[src/rtl/cda_lock_reg.sv]
module cda_lock_reg #(
  parameter bit         PRESET_EN   = 1'b0,
  parameter logic [2:0] PRESET_ADDR = 3'b000
) (
  input  logic       clk,
  input  logic       rst_n,
  input  logic       soft_rst_n,
  input  logic       req_valid,
  input  logic       req_write,
  input  logic       req_target,
  input  logic [3:0] cfg_wdata,
  input  logic       wc_in,
  input  logic       cycle_done,
  output logic       wr_start,
  output logic       wr_nack,
  output logic       rsp_valid,
  output logic [7:0] rsp_data,
  output logic [2:0] chip_addr,
  output logic       cfg_locked,
  output logic       id_locked
);

  logic [2:0] addr_q;
  logic       cfg_lock_q, id_lock_q;
  logic       pend_q, pend_tgt_q;
  logic [3:0] pend_val_q;
  logic       start_q, nack_q, rsp_v_q;
  logic [7:0] rsp_q;

  logic wr_req, refuse, accept, commit;

  assign wr_req = req_valid & req_write;
  assign refuse = wc_in | pend_q | (req_target ? id_lock_q : cfg_lock_q);
  assign accept = wr_req & ~refuse;
  assign commit = pend_q & cycle_done & soft_rst_n;

  // contents that survive the soft reset
  always_ff @(posedge clk or negedge rst_n) begin
    if (!rst_n) begin
      addr_q     <= PRESET_EN ? PRESET_ADDR : 3'b000;
      cfg_lock_q <= PRESET_EN;
      id_lock_q  <= 1'b0;
    end else if (commit) begin
      if (pend_tgt_q) id_lock_q <= 1'b1;
      else {addr_q, cfg_lock_q} <= pend_val_q;
    end
  end

  always_ff @(posedge clk or negedge rst_n) begin
    if (!rst_n) begin
      pend_q     <= 1'b0;
      pend_tgt_q <= 1'b0;
      pend_val_q <= 4'h0;
      start_q    <= 1'b0;
      nack_q     <= 1'b0;
      rsp_v_q    <= 1'b0;
      rsp_q      <= 8'h00;
    end else if (!soft_rst_n) begin
      pend_q  <= 1'b0;
      start_q <= 1'b0;
      nack_q  <= 1'b0;
      rsp_v_q <= 1'b0;
    end else begin
      start_q <= accept;
      nack_q  <= wr_req & refuse;
      rsp_v_q <= req_valid & ~req_write;
      rsp_q   <= req_target ? {7'b0, id_lock_q} : {4'b0, addr_q, cfg_lock_q};
      if (accept) begin
        pend_q     <= 1'b1;
        pend_tgt_q <= req_target;
        pend_val_q <= cfg_wdata;
      end else if (commit) begin
        pend_q <= 1'b0;
      end
    end
  end

  assign wr_start   = start_q;
  assign wr_nack    = nack_q;
  assign rsp_valid  = rsp_v_q;
  assign rsp_data   = rsp_q;
  assign chip_addr  = addr_q;
  assign cfg_locked = cfg_lock_q;
  assign id_locked  = id_lock_q;

endmodule

[config.mk]
export PLATFORM = sky130hd
export DESIGN_NAME = cda_lock_reg
export DESIGN_NICKNAME = d
export VERILOG_FILES = /design/src/rtl/cda_lock_reg.sv
export SDC_FILE = /design/constraint.sdc
export NUM_CORES = 1
export LEC_CHECK = 0
export BUFFER_PORTS_ARGS = -buffer_cell sky130_fd_sc_hd__buf_2
export CAP_MARGIN = 10
export CORE_MARGIN = 3
export CORE_UTILIZATION = 30
export CTS_BUF_LIST = sky130_fd_sc_hd__clkbuf_8
export CTS_CLUSTER_SIZE = 25
export DETAILED_ROUTE_END_ITERATION = 10
export PLACE_DENSITY = 0.57
export SLEW_MARGIN = 15
export SYNTH_ARGS = -nofsm -noshare
export SYNTH_HDL_FRONTEND = slang
export SYNTH_SLANG_ARGS = --single-unit
[constraint.sdc]
create_clock -name clk -period 1.71 [get_ports clk]
set_clock_uncertainty 0.15 [all_clocks]
set_input_delay 0.342 -clock clk [delete_from_list [all_inputs] [get_ports clk]]
set_output_delay 0.342 -clock clk [all_outputs]
set_load 0.02 [all_outputs]
==> qor.txt, run 1 <==
Worst Path Arrival: 1.81 ns
Syn Inst Count: 57
CP Launch Type: flop
row cnt: 17
worst reg-to-reg path cell count: 3
internal power: 873 uW
initial antenna violation count: 0
sequential area share after synthesis: 59.6%
H-tree levels: 1
Die W: 56.2 um
Pins Over Slew Limit: 0
Clock transition at path regs: 0.07 ns
number of global-route vias before repair: 496
DRT iter0 DRCs: 5
Multi-input gate area: 256 um2
Initial Util: 32.9%
vias per std cell: 4.36
via count: 510
Tmin final: 1.82 ns
crit path max-delay cell type: or4_4
Final Total Pwr: 1.22 mW
RSZ-0062 raised after global routing: yes
WHS Path Cells: 2
FF-to-FF End: pend_tgt_q$_DFFE_PN0P_
RD Place Congestion: 0.745
drt first pass iters: 3
Combinational Power Share: 26.1%
Routed Antenna Nets: 0
sequential share of power: 45.8%
Hold EP: rsp_valid$_DFF_PN0_
Worst path max stage delay: 0.56 ns
CTS root buf: clkbuf_8
clock tree buffer depth: 2
Clock Power Share: 28.1%
PD cells: 1230 nW/um2
TritonCTS clock tree: yes
routed wire length: 1450 um
die area: 3160 um2
CP Capture Type: flop
GRT overflow: 0
Sw Pwr: 344 uW
Die Ht: 56.2 um
VDD IR-drop max: 0.000656 V
Post-Place Worst Slack: -0.218 ns
crit path max fanout: 6
routed len/inst: 12.4 um
failing checks: setup timing
worst reg2reg setup slack: -0.11 ns
crit path buf inv count: 0
# DRC: 0
post-DP HPWL: 1050 um
Port Buffers: 23
ANT cells: 0
DP Cell Count: 111
Final Worst Setup Slack: -0.111 ns
clk sinks: 18
Final Non-Filler Cells: 117
Syn-to-layout area delta: 31.3%
fin crit share: 107%
syn avg cell area: 13.3 um2
Achievable Freq: 0.549 GHz
Clock Latency Late Sink: 0.25 ns
hold wc startpoint: req_write
Netlist cell types: 17
Final setup viols: 5
largest net degree at the start of global routing: 19
Max-Cap Viols: 0
Cell Area, Synth: 756 um2
status: finished with violations
Final #Nets: 102
design area: 992 um2
Hold WS: 0.0964 ns
CP Data Required Time: 1.70 ns
CP cell instances: mux2_4 > or4_4 > mux2_4
fillcell total: 227
Leak: 0.545 nW
Syn. warnings: 0
critical path's top delay family: multiplexers
FF+latch area: 453 um2
All-Layer GR Usage: 9.95%
Area after DPL: 920 um2
Sw Share: 28.2%
first-pass GRT wire length: 2420 um
Crit Reg-Reg Startpoint: id_locked$_DFFE_PN0P_
CP dominant cell by count: mux2_4
CTS buffer count: 3
Ports: 28
CP Class: reg2reg
post-CTS resize count: 0
worst hold path class: in2reg
Core Box Area: 2300 um2
flops & latches, synth: 18
layout cell share with drive strength beyond 1: 55.1%
final hold vios: 0
[state kept, by name, summed over array words and instances, names as in the netlist]
name / cells
cfg_locked: 1
chip_addr: 3
id_locked: 1
pend_q: 1
pend_tgt_q: 1
pend_val_q: 4
rsp_data: 4
rsp_valid: 1
wr_nack: 1
wr_start: 1
[metal layers]
layer	vias to the layer above	GRT usage, %	share of wire [%]
met5	-	0	0
li1	244	-	-
met1	242	11.9	45
met4	0	4.07	1.6
met3	4	4.18	7.2
met2	20	15.7	47
[what timing repair did]
item | in CTS | in global routing
hold buffers | 1 | 0
setup buffers | 1 | 0
endpoints found under the hold margin | 18 | 0
endpoints found under the setup margin | 5 | 6
[power groups by stage]
stage / clock [mW] / combinational (mW) / sequential (mW)
floorplan: 0 / 0.125 / 0.627
global placement: 0 / 0.313 / 0.562
detailed placement: 0 / 0.320 / 0.564
CTS: 0.358 / 0.323 / 0.556
global route: 0.369 / 0.348 / 0.567
finish: 0.342 / 0.317 / 0.557
[cells by family (layout without fill, tap and decap cells)]
kind of cell	after synthesis	count (layout)	share of synthesized area (%)
and+or+nand+nor	12	12	8.61
muxes	11	11	19.4
DFF	18	18	59.6
buffers and inverters	10	39	7.95
AOI/OAI and AO/OA	5	5	3.97
other	1	4	0.496
[cells in the mapped netlist]
cell type   n  area (um2)
mux2_4      6        90.1
nand2_1     5        18.8
nor2_1      2        7.51
dfrtp_1    18         450
mux2_2      5        56.3
a41o_1      1        10.0
and2b_2     1        8.76
buf_6       1        11.3
conb_1      1        3.75
nor3_1      1        5.00
clkbuf_1    1        3.75
or4_4       1        11.3
buf_4       4        30.0
o21ai_0     4        20.0
nand4b_1    1        8.76
nand3_1     1        5.00
inv_1       4        15.0
[per-stage QoR]
step                      setup TNS, ns  util [%]
after CTS                        -0.580      43.2
final                            -0.541      43.2
after floorplan                  -0.943         -
after global routing             -0.747      43.2
after global placement            -1.00      40.0
after detailed placement          -1.08      40.0
[layout make-up]
cell class                 instances  area share (%)
timing repair buffer              31            17.9
multi-input combinational         32            25.9
inverter                           4            1.51
clock buffer                       4            5.55
tap                               28            3.53
sequential                        18            45.6
[cells in the final DEF (no fill, tap or decap), types with 2 or more instances in the layout]
master | netlist | final
buf_2 | 0 | 23
conb_1 | 1 | 4
dfrtp_2 | 0 | 2
clkbuf_8 | 0 | 4
mux2_4 | 6 | 6
buf_4 | 4 | 7
nand2_1 | 5 | 5
mux2_2 | 5 | 5
nor2_1 | 2 | 2
inv_1 | 4 | 4
dfrtp_1 | 18 | 16
o21ai_0 | 4 | 4
[worst max path at each step]
| stage | startpoint | end | slack (ns) | cells after the start |
|---|---|---|---|---|
| final | id_locked$_DFFE_PN0P_ | pend_tgt_q$_DFFE_PN0P_ | -0.11 | 3 |
| after global routing | id_locked$_DFFE_PN0P_ | pend_val_q[3]$_DFFE_PN0P_ | -0.15 | 3 |
| after CTS | id_locked$_DFFE_PN0P_ | pend_tgt_q$_DFFE_PN0P_ | -0.12 | 3 |
| after detailed placement | req_target | pend_tgt_q$_DFFE_PN0P_ | -0.22 | 4 |
| after global placement | req_target | pend_val_q[3]$_DFFE_PN0P_ | -0.20 | 4 |
| after floorplan | cfg_locked$_DFFE_PN0P_ | pend_tgt_q$_DFFE_PN0P_ | -0.19 | 4 |
(Power assumes the default switching activity.)
==> run 2: changes to the inputs <==
CELL_PAD_IN_SITES_DETAIL_PLACEMENT = 1   (was default)
CELL_PAD_IN_SITES_GLOBAL_PLACEMENT = 2   (was default)
CORE_UTILIZATION = 28   (was 30)
CTS_CLUSTER_DIAMETER = 50   (was default)
PLACE_DENSITY = 0.77   (was 0.57)
==> run 2 against run 1 <==
  * Via count rose by 2.9%
  * Highest routed layer unchanged
  * Critical endpoint is now pend_val_q[1]$_DFFE_PN0P_
  * The run still ends with setup timing left
  * Combinational power about the same
  * Largest power group unchanged
  * Setup slack got worse by 0.025 ns
==> qor.txt, run 2 (synthesized netlist as in run 1, its figures left out) <==
sequential share of power: 47.7% (+1.9 points)
Clock Latency Late Sink: 0.25 ns (about the same)
All-Layer GR Usage: 10.2% (+0.27 points)
fin util: 38.7% (-4.5 points)
Syn-to-layout area delta: 29.3%
Sw Pwr: 341 uW (-0.69%)
RSZ-0062 raised after global routing: yes
Worst Path Arrival: 1.83 ns (+0.02 ns)
Worst path max stage delay: 0.57 ns (about the same)
Final setup viols: 5 (unchanged)
ANT cells: 0 (unchanged)
most common cell after layout, fill and taps aside: buf_2
Hold WS: 0.112 ns (+0.0156 ns)
Sw Share: 29.2% (+0.96 points)
worst hold path class: in2reg
GRT overflow: 0 (unchanged)
status: finished with violations
CP Data Required Time: 1.70 ns (about the same)
# DRC: 0 (unchanged)
clock tree buffer depth: 2 (unchanged)
crit path max-delay cell type: or4_4
Port Buffers: 23 (unchanged)
Levels on crit path: 3 (unchanged)
post-DP HPWL: 1160 um (+10%)
Crit Reg-Reg Startpoint: cfg_locked$_DFFE_PN0P_
failing checks: setup timing
CTS root buf: clkbuf_8
Ports: 28 (unchanged)
Initial Util: 30.0% (-2.9 points)
number of global-route vias before repair: 525 (+5.8%)
largest net degree at the start of global routing: 19 (unchanged)
H-tree levels: 1 (unchanged)
Leak: 0.539 nW (-1.1%)
Clock Power Share: 25.3% (-2.8 points)
PD cells: 1200 nW/um2 (-2.5%)
routed len/inst: 13.0 um (+5.0%)
CP endpoint: pend_val_q[1]$_DFFE_PN0P_
crit path max fanout: 7 (+1)
Die Ht: 58.0 um (+3.1%)
internal power: 828 uW (-5.2%)
vias per std cell: 4.45 (+2.1%)
CTS buffer count: 3 (unchanged)
met1 Track Usage GR: 12.0% (+0.11 points)
Routed Antenna Nets: 0 (unchanged)
Die W: 58.0 um (+3.1%)
worst reg-to-reg path cell count: 3 (unchanged)
FF-to-FF End: pend_val_q[1]$_DFFE_PN0P_
CP Launch Type: flop
fillcell total: 284 (+25%)
Tmin final: 1.85 ns (+0.0254 ns)
setup TNS: -0.651 ns (-0.111 ns)
Max-Cap Viols: 0 (unchanged)
post-CTS resize count: 0 (unchanged)
CP cell instances: mux2_4 > or4_4 > mux2_4
TritonCTS clock tree: yes
RD Place Congestion: 0.747 (+0.23%)
hold wc startpoint: req_write
routed wire length: 1540 um (+5.9%)
crit path buf inv count: 0 (unchanged)
crit path from: cfg_locked$_DFFE_PN0P_
clk sinks: 18 (unchanged)
Final Total Pwr: 1.17 mW (-4.0%)
CP dominant cell by count: mux2_4
critical path's top delay family: multiplexers
Final #Nets: 101 (-0.98%)
Pins Over Slew Limit: 0 (unchanged)
first-pass GRT wire length: 2460 um (+2.0%)
VDD IR-drop max: 0.000395 V (-40%)
via count: 525 (+2.9%)
worst reg2reg setup slack: -0.14 ns (-0.03 ns)
Achievable Freq: 0.541 GHz (-1.4%)
DRT iter0 DRCs: 0 (-5)
CP Capture Type: flop
GRT met2 Usage: 16.1% (+0.44 points)
initial antenna violation count: 0 (unchanged)
CP Class: reg2reg
Clock transition at path regs: 0.07 ns (about the same)
FF+latch area: 453 um2 (unchanged)
Combinational Power Share: 27.1% (+1.0 points)
drt first pass iters: 1 (-2)
layout cell share with drive strength beyond 1: 53.4% (-1.6 points)
row cnt: 18 (+1)
final hold vios: 0 (unchanged)
Core Box Area: 2520 um2 (+9.8%)
GR met3 Demand/Resource: 0.891% (-3.3 points)
Multi-input gate area: 256 um2 (unchanged)
GRT Max-Usage Layer: met2
die area: 3360 um2 (+6.4%)
fin crit share: 108% (+1.5 points)
most frequent cells in the layout: buf_2, dfrtp_1, mux2_4, buf_4
Final Worst Setup Slack: -0.137 ns (-0.0254 ns)
run 2: worst register-to-register path: stages, from the launching register on:
cell and delay, ns:
dfrtp_2 0.40, mux2_4 0.28, or4_4 0.57, mux2_4 0.33
run 2: worst min path at each step:
stage                                    endpoint  depth (start not counted)
after floorplan            cfg_locked$_DFFE_PN0P_                          0
after global placement          wr_nack$_DFF_PN0_                          1
after detailed placement  rsp_data[0]$_DFFE_PN0P_                          1
after CTS                     rsp_valid$_DFF_PN0_                          2
after global routing          rsp_valid$_DFF_PN0_                          2
final                         rsp_valid$_DFF_PN0_                          2
run 2: layout make-up:
| class | instances | area share, % |
|---|---|---|
| Sequential cell | 18 | 46.4 |
| Inverter | 4 | 1.54 |
| Tap cell | 30 | 3.84 |
| Clock buffer | 3 | 4.23 |
| Clock inverter | 1 | 0.384 |
| Timing Repair Buffer | 30 | 17.4 |
| Multi-Input combinational cell | 32 | 26.2 |
run 2: power by group through the flow:
stage,Sequential (mW),Clock [mW],Combinational [mW]
after floorplan,0.627,0,0.125
final,0.557,0.295,0.317
after detailed placement,0.567,0,0.321
after global placement,0.562,0,0.314
after global routing,0.568,0.323,0.343
after CTS,0.558,0.304,0.324
run 2: per-stage QoR:
stage	instances	setup WS, ns	instance area [um2]
2_1_floorplan	60	-0.189	769
3_3_place_gp	113	-0.201	922
3_5_place_dp	113	-0.236	922
4_1_cts	118	-0.147	977
5_1_grt	118	-0.187	977
6_report	118	-0.137	977
run 2: layer usage:
layer | share of wire, % | up-vias | wire length [um]
met5 | 0 | - | 0
met4 | 4.0 | 0 | 62
met3 | 7.8 | 6 | 120
met2 | 48 | 22 | 744
met1 | 40 | 254 | 611
li1 | - | 243 | -
run 2: repair_timing:
| item | in CTS | in global routing |
|---|---|---|
| buffers inserted | 0 | 0 |
| hold buffers | 1 | 0 |
| hold endpoints to repair | 18 | 0 |
| gates cloned | 0 | 0 |
| setup endpoints to repair | 5 | 5 |
==> run 3: changes to the inputs <==
--- a/config.mk
+++ b/config.mk
@@ -18,2 +18,3 @@
 export PLACE_DENSITY = 0.77
+export SKIP_CTS_REPAIR_TIMING = 1
 export SLEW_MARGIN = 15
==> constraint.sdc (replaced) <==
create_clock -name clk -period 1.71 [get_ports clk]
set_clock_uncertainty 0.15 [all_clocks]
set_input_delay 0 -clock clk [delete_from_list [all_inputs] [get_ports clk]]
set_output_delay 0 -clock clk [all_outputs]
set_load 0.02 [all_outputs]
==> run 3 against run 2 <==
  * The run still ends with setup timing left
  * Clock power decreased by 1%
  * Non-clock buffer count grew 11
  * Sequential power barely moved
  * Sequential share of layout area is 4.7 points lower
  * Power increased by 2.0%
  * Setup slack improved by 0.017 ns
  * Highest routed layer unchanged
==> qor.txt, run 3 (synthesized netlist as in run 1, its figures left out) <==
status: finished with violations
failing checks: setup timing
Final setup viols: 5 (unchanged)
most common cell after layout, fill and taps aside: buf_2
Pins Over Slew Limit: 0 (unchanged)
clk sinks: 18 (unchanged)
H-tree levels: 1 (unchanged)
fin crit share: 107% (-1.0 points)
PD cells: 1100 nW/um2 (-8.4%)
first-pass GRT wire length: 2390 um (-3.1%)
routed wire length: 1590 um (+3.0%)
Routed Antenna Nets: 0 (unchanged)
Final Total Pwr: 1.19 mW (+2.0%)
Area after DPL: 915 um2 (-0.81%)
Post-Place Worst Slack: -0.113 ns (+0.123 ns)
Tmin final: 1.83 ns (-0.0171 ns)
number of global-route vias before repair: 516 (-1.7%)
All-Layer GR Usage: 9.32% (-0.89 points)
Initial Util: 30.0% (unchanged)
Syn-to-layout area delta: 43.9%
# DRC: 0 (unchanged)
drt first pass iters: 2 (+1)
Die W: 58.0 um (unchanged)
final hold vios: 0 (unchanged)
CP Capture Type: flop
Max-Cap Viols: 0 (unchanged)
die area: 3360 um2 (unchanged)
vias per std cell: 4.39 (-1.4%)
row cnt: 18 (unchanged)
Worst path max stage delay: 0.56 ns (about the same)
fillcell total: 285 (+0.35%)
design area: 1090 um2 (+11%)
via count: 566 (+7.8%)
VDD IR-drop max: 0.000448 V (+13%)
RD Place Congestion: 0.785 (+5.1%)
Clock Latency Late Sink: 0.25 ns (about the same)
post-DP HPWL: 1150 um (-0.91%)
crit path max-delay cell type: or4_4
Port Buffers: 23 (unchanged)
DRT iter0 DRCs: 3 (+3)
initial antenna violation count: 0 (unchanged)
CTS buffer count: 3 (unchanged)
CP Launch Type: flop
Final Worst Setup Slack: -0.120 ns (+0.0171 ns)
ANT cells: 0 (unchanged)
Worst Path Arrival: 1.81 ns (-0.02 ns)
Final #Nets: 112 (+11%)
Core Box Area: 2520 um2 (unchanged)
routed len/inst: 12.3 um (-5.8%)
Leak: 0.588 nW (+9.0%)
crit path max fanout: 7 (unchanged)
CP Data Required Time: 1.69 ns (about the same)
clock tree buffer depth: 2 (unchanged)
CP dominant cell by count: mux2_4
Achievable Freq: 0.547 GHz (+0.93%)
largest net degree at the start of global routing: 19 (unchanged)
Die Ht: 58.0 um (unchanged)
TritonCTS clock tree: yes
worst hold path class: in2async
layout cell share with drive strength beyond 1: 47.5% (-5.9 points)
Clock transition at path regs: 0.07 ns (about the same)
CTS root buf: clkbuf_8
GRT overflow: 0 (unchanged)
CP cell instances: mux2_4 > or4_4 > mux2_4
Ports: 28 (unchanged)
CP Class: reg2reg
RSZ-0062 raised after global routing: yes
most frequent cells in the layout: buf_2, dfrtp_1, dlygate4sd3_1
-- run 3: cell type report --
cell class	instances	area (um2)	share of cell area [%]
clock buffers	3	41.3	3.80
clock inverters	1	3.75	0.345
inverters	4	15.0	1.38
multi-input cells	32	256	23.6
flip-flops and latches	18	453	41.7
well taps	30	37.5	3.45
repair buffers	41	280	25.8
-- run 3: per-layer routing --
metal | up-vias | global-route usage (%) | part of all wire (%)
met2 | 21 | 14.5 | 46
met5 | - | 0 | 0
met4 | 0 | 6.95 | 2.6
li1 | 264 | - | -
met1 | 277 | 11.8 | 46
met3 | 4 | 1.11 | 5.2
-- run 3: through the flow --
step,std cells,utilization (%),hold slack [ns],TNS [ns]
floorplan,60,-,-0.446,-0.943
global placement,112,36.3,-0.203,-0.450
detailed placement,112,36.3,-0.195,-0.546
CTS,116,38.0,-0.469,-0.623
global route,129,43.1,0.0894,-0.713
finish,129,43.1,0.0534,-0.572
-- run 3: worst max-delay path, delay by kind of cell, from the launching register on --
family           cells  cell delay [ns]
muxes                2             0.59
and+or+nand+nor      1             0.56
DFF                  1             0.40
-- run 3: worst paths after layout --
| check | startpoint | endpoint | slack (ns) | cells past startpoint |
|---|---|---|---|---|
| max | cfg_locked$_DFFE_PN0P_ | pend_val_q[1]$_DFFE_PN0P_ | -0.12 | 3 |
| min reg2reg | rsp_data[0]$_DFFE_PN0P_ | rsp_data[0]$_DFFE_PN0P_ | 0.36 | 1 |
| max reg2reg | cfg_locked$_DFFE_PN0P_ | pend_val_q[1]$_DFFE_PN0P_ | -0.12 | 3 |
| min | rst_n | rsp_data[0]$_DFFE_PN0P_ | 0.05 | 2 |
| max in group asynchronous | rst_n | id_locked$_DFFE_PN0P_ | 1.05 | 2 |
| min in group clk | req_target | rsp_data[3]$_DFFE_PN0P_ | 0.11 | 4 |
-- run 3: power by group --
part           switching, mW  leakage, nW  total [mW]  internal [mW]
combinational          0.163        0.331       0.344          0.182
clock                  0.132       0.0269       0.291          0.159
sequential            0.0472        0.230       0.556          0.509
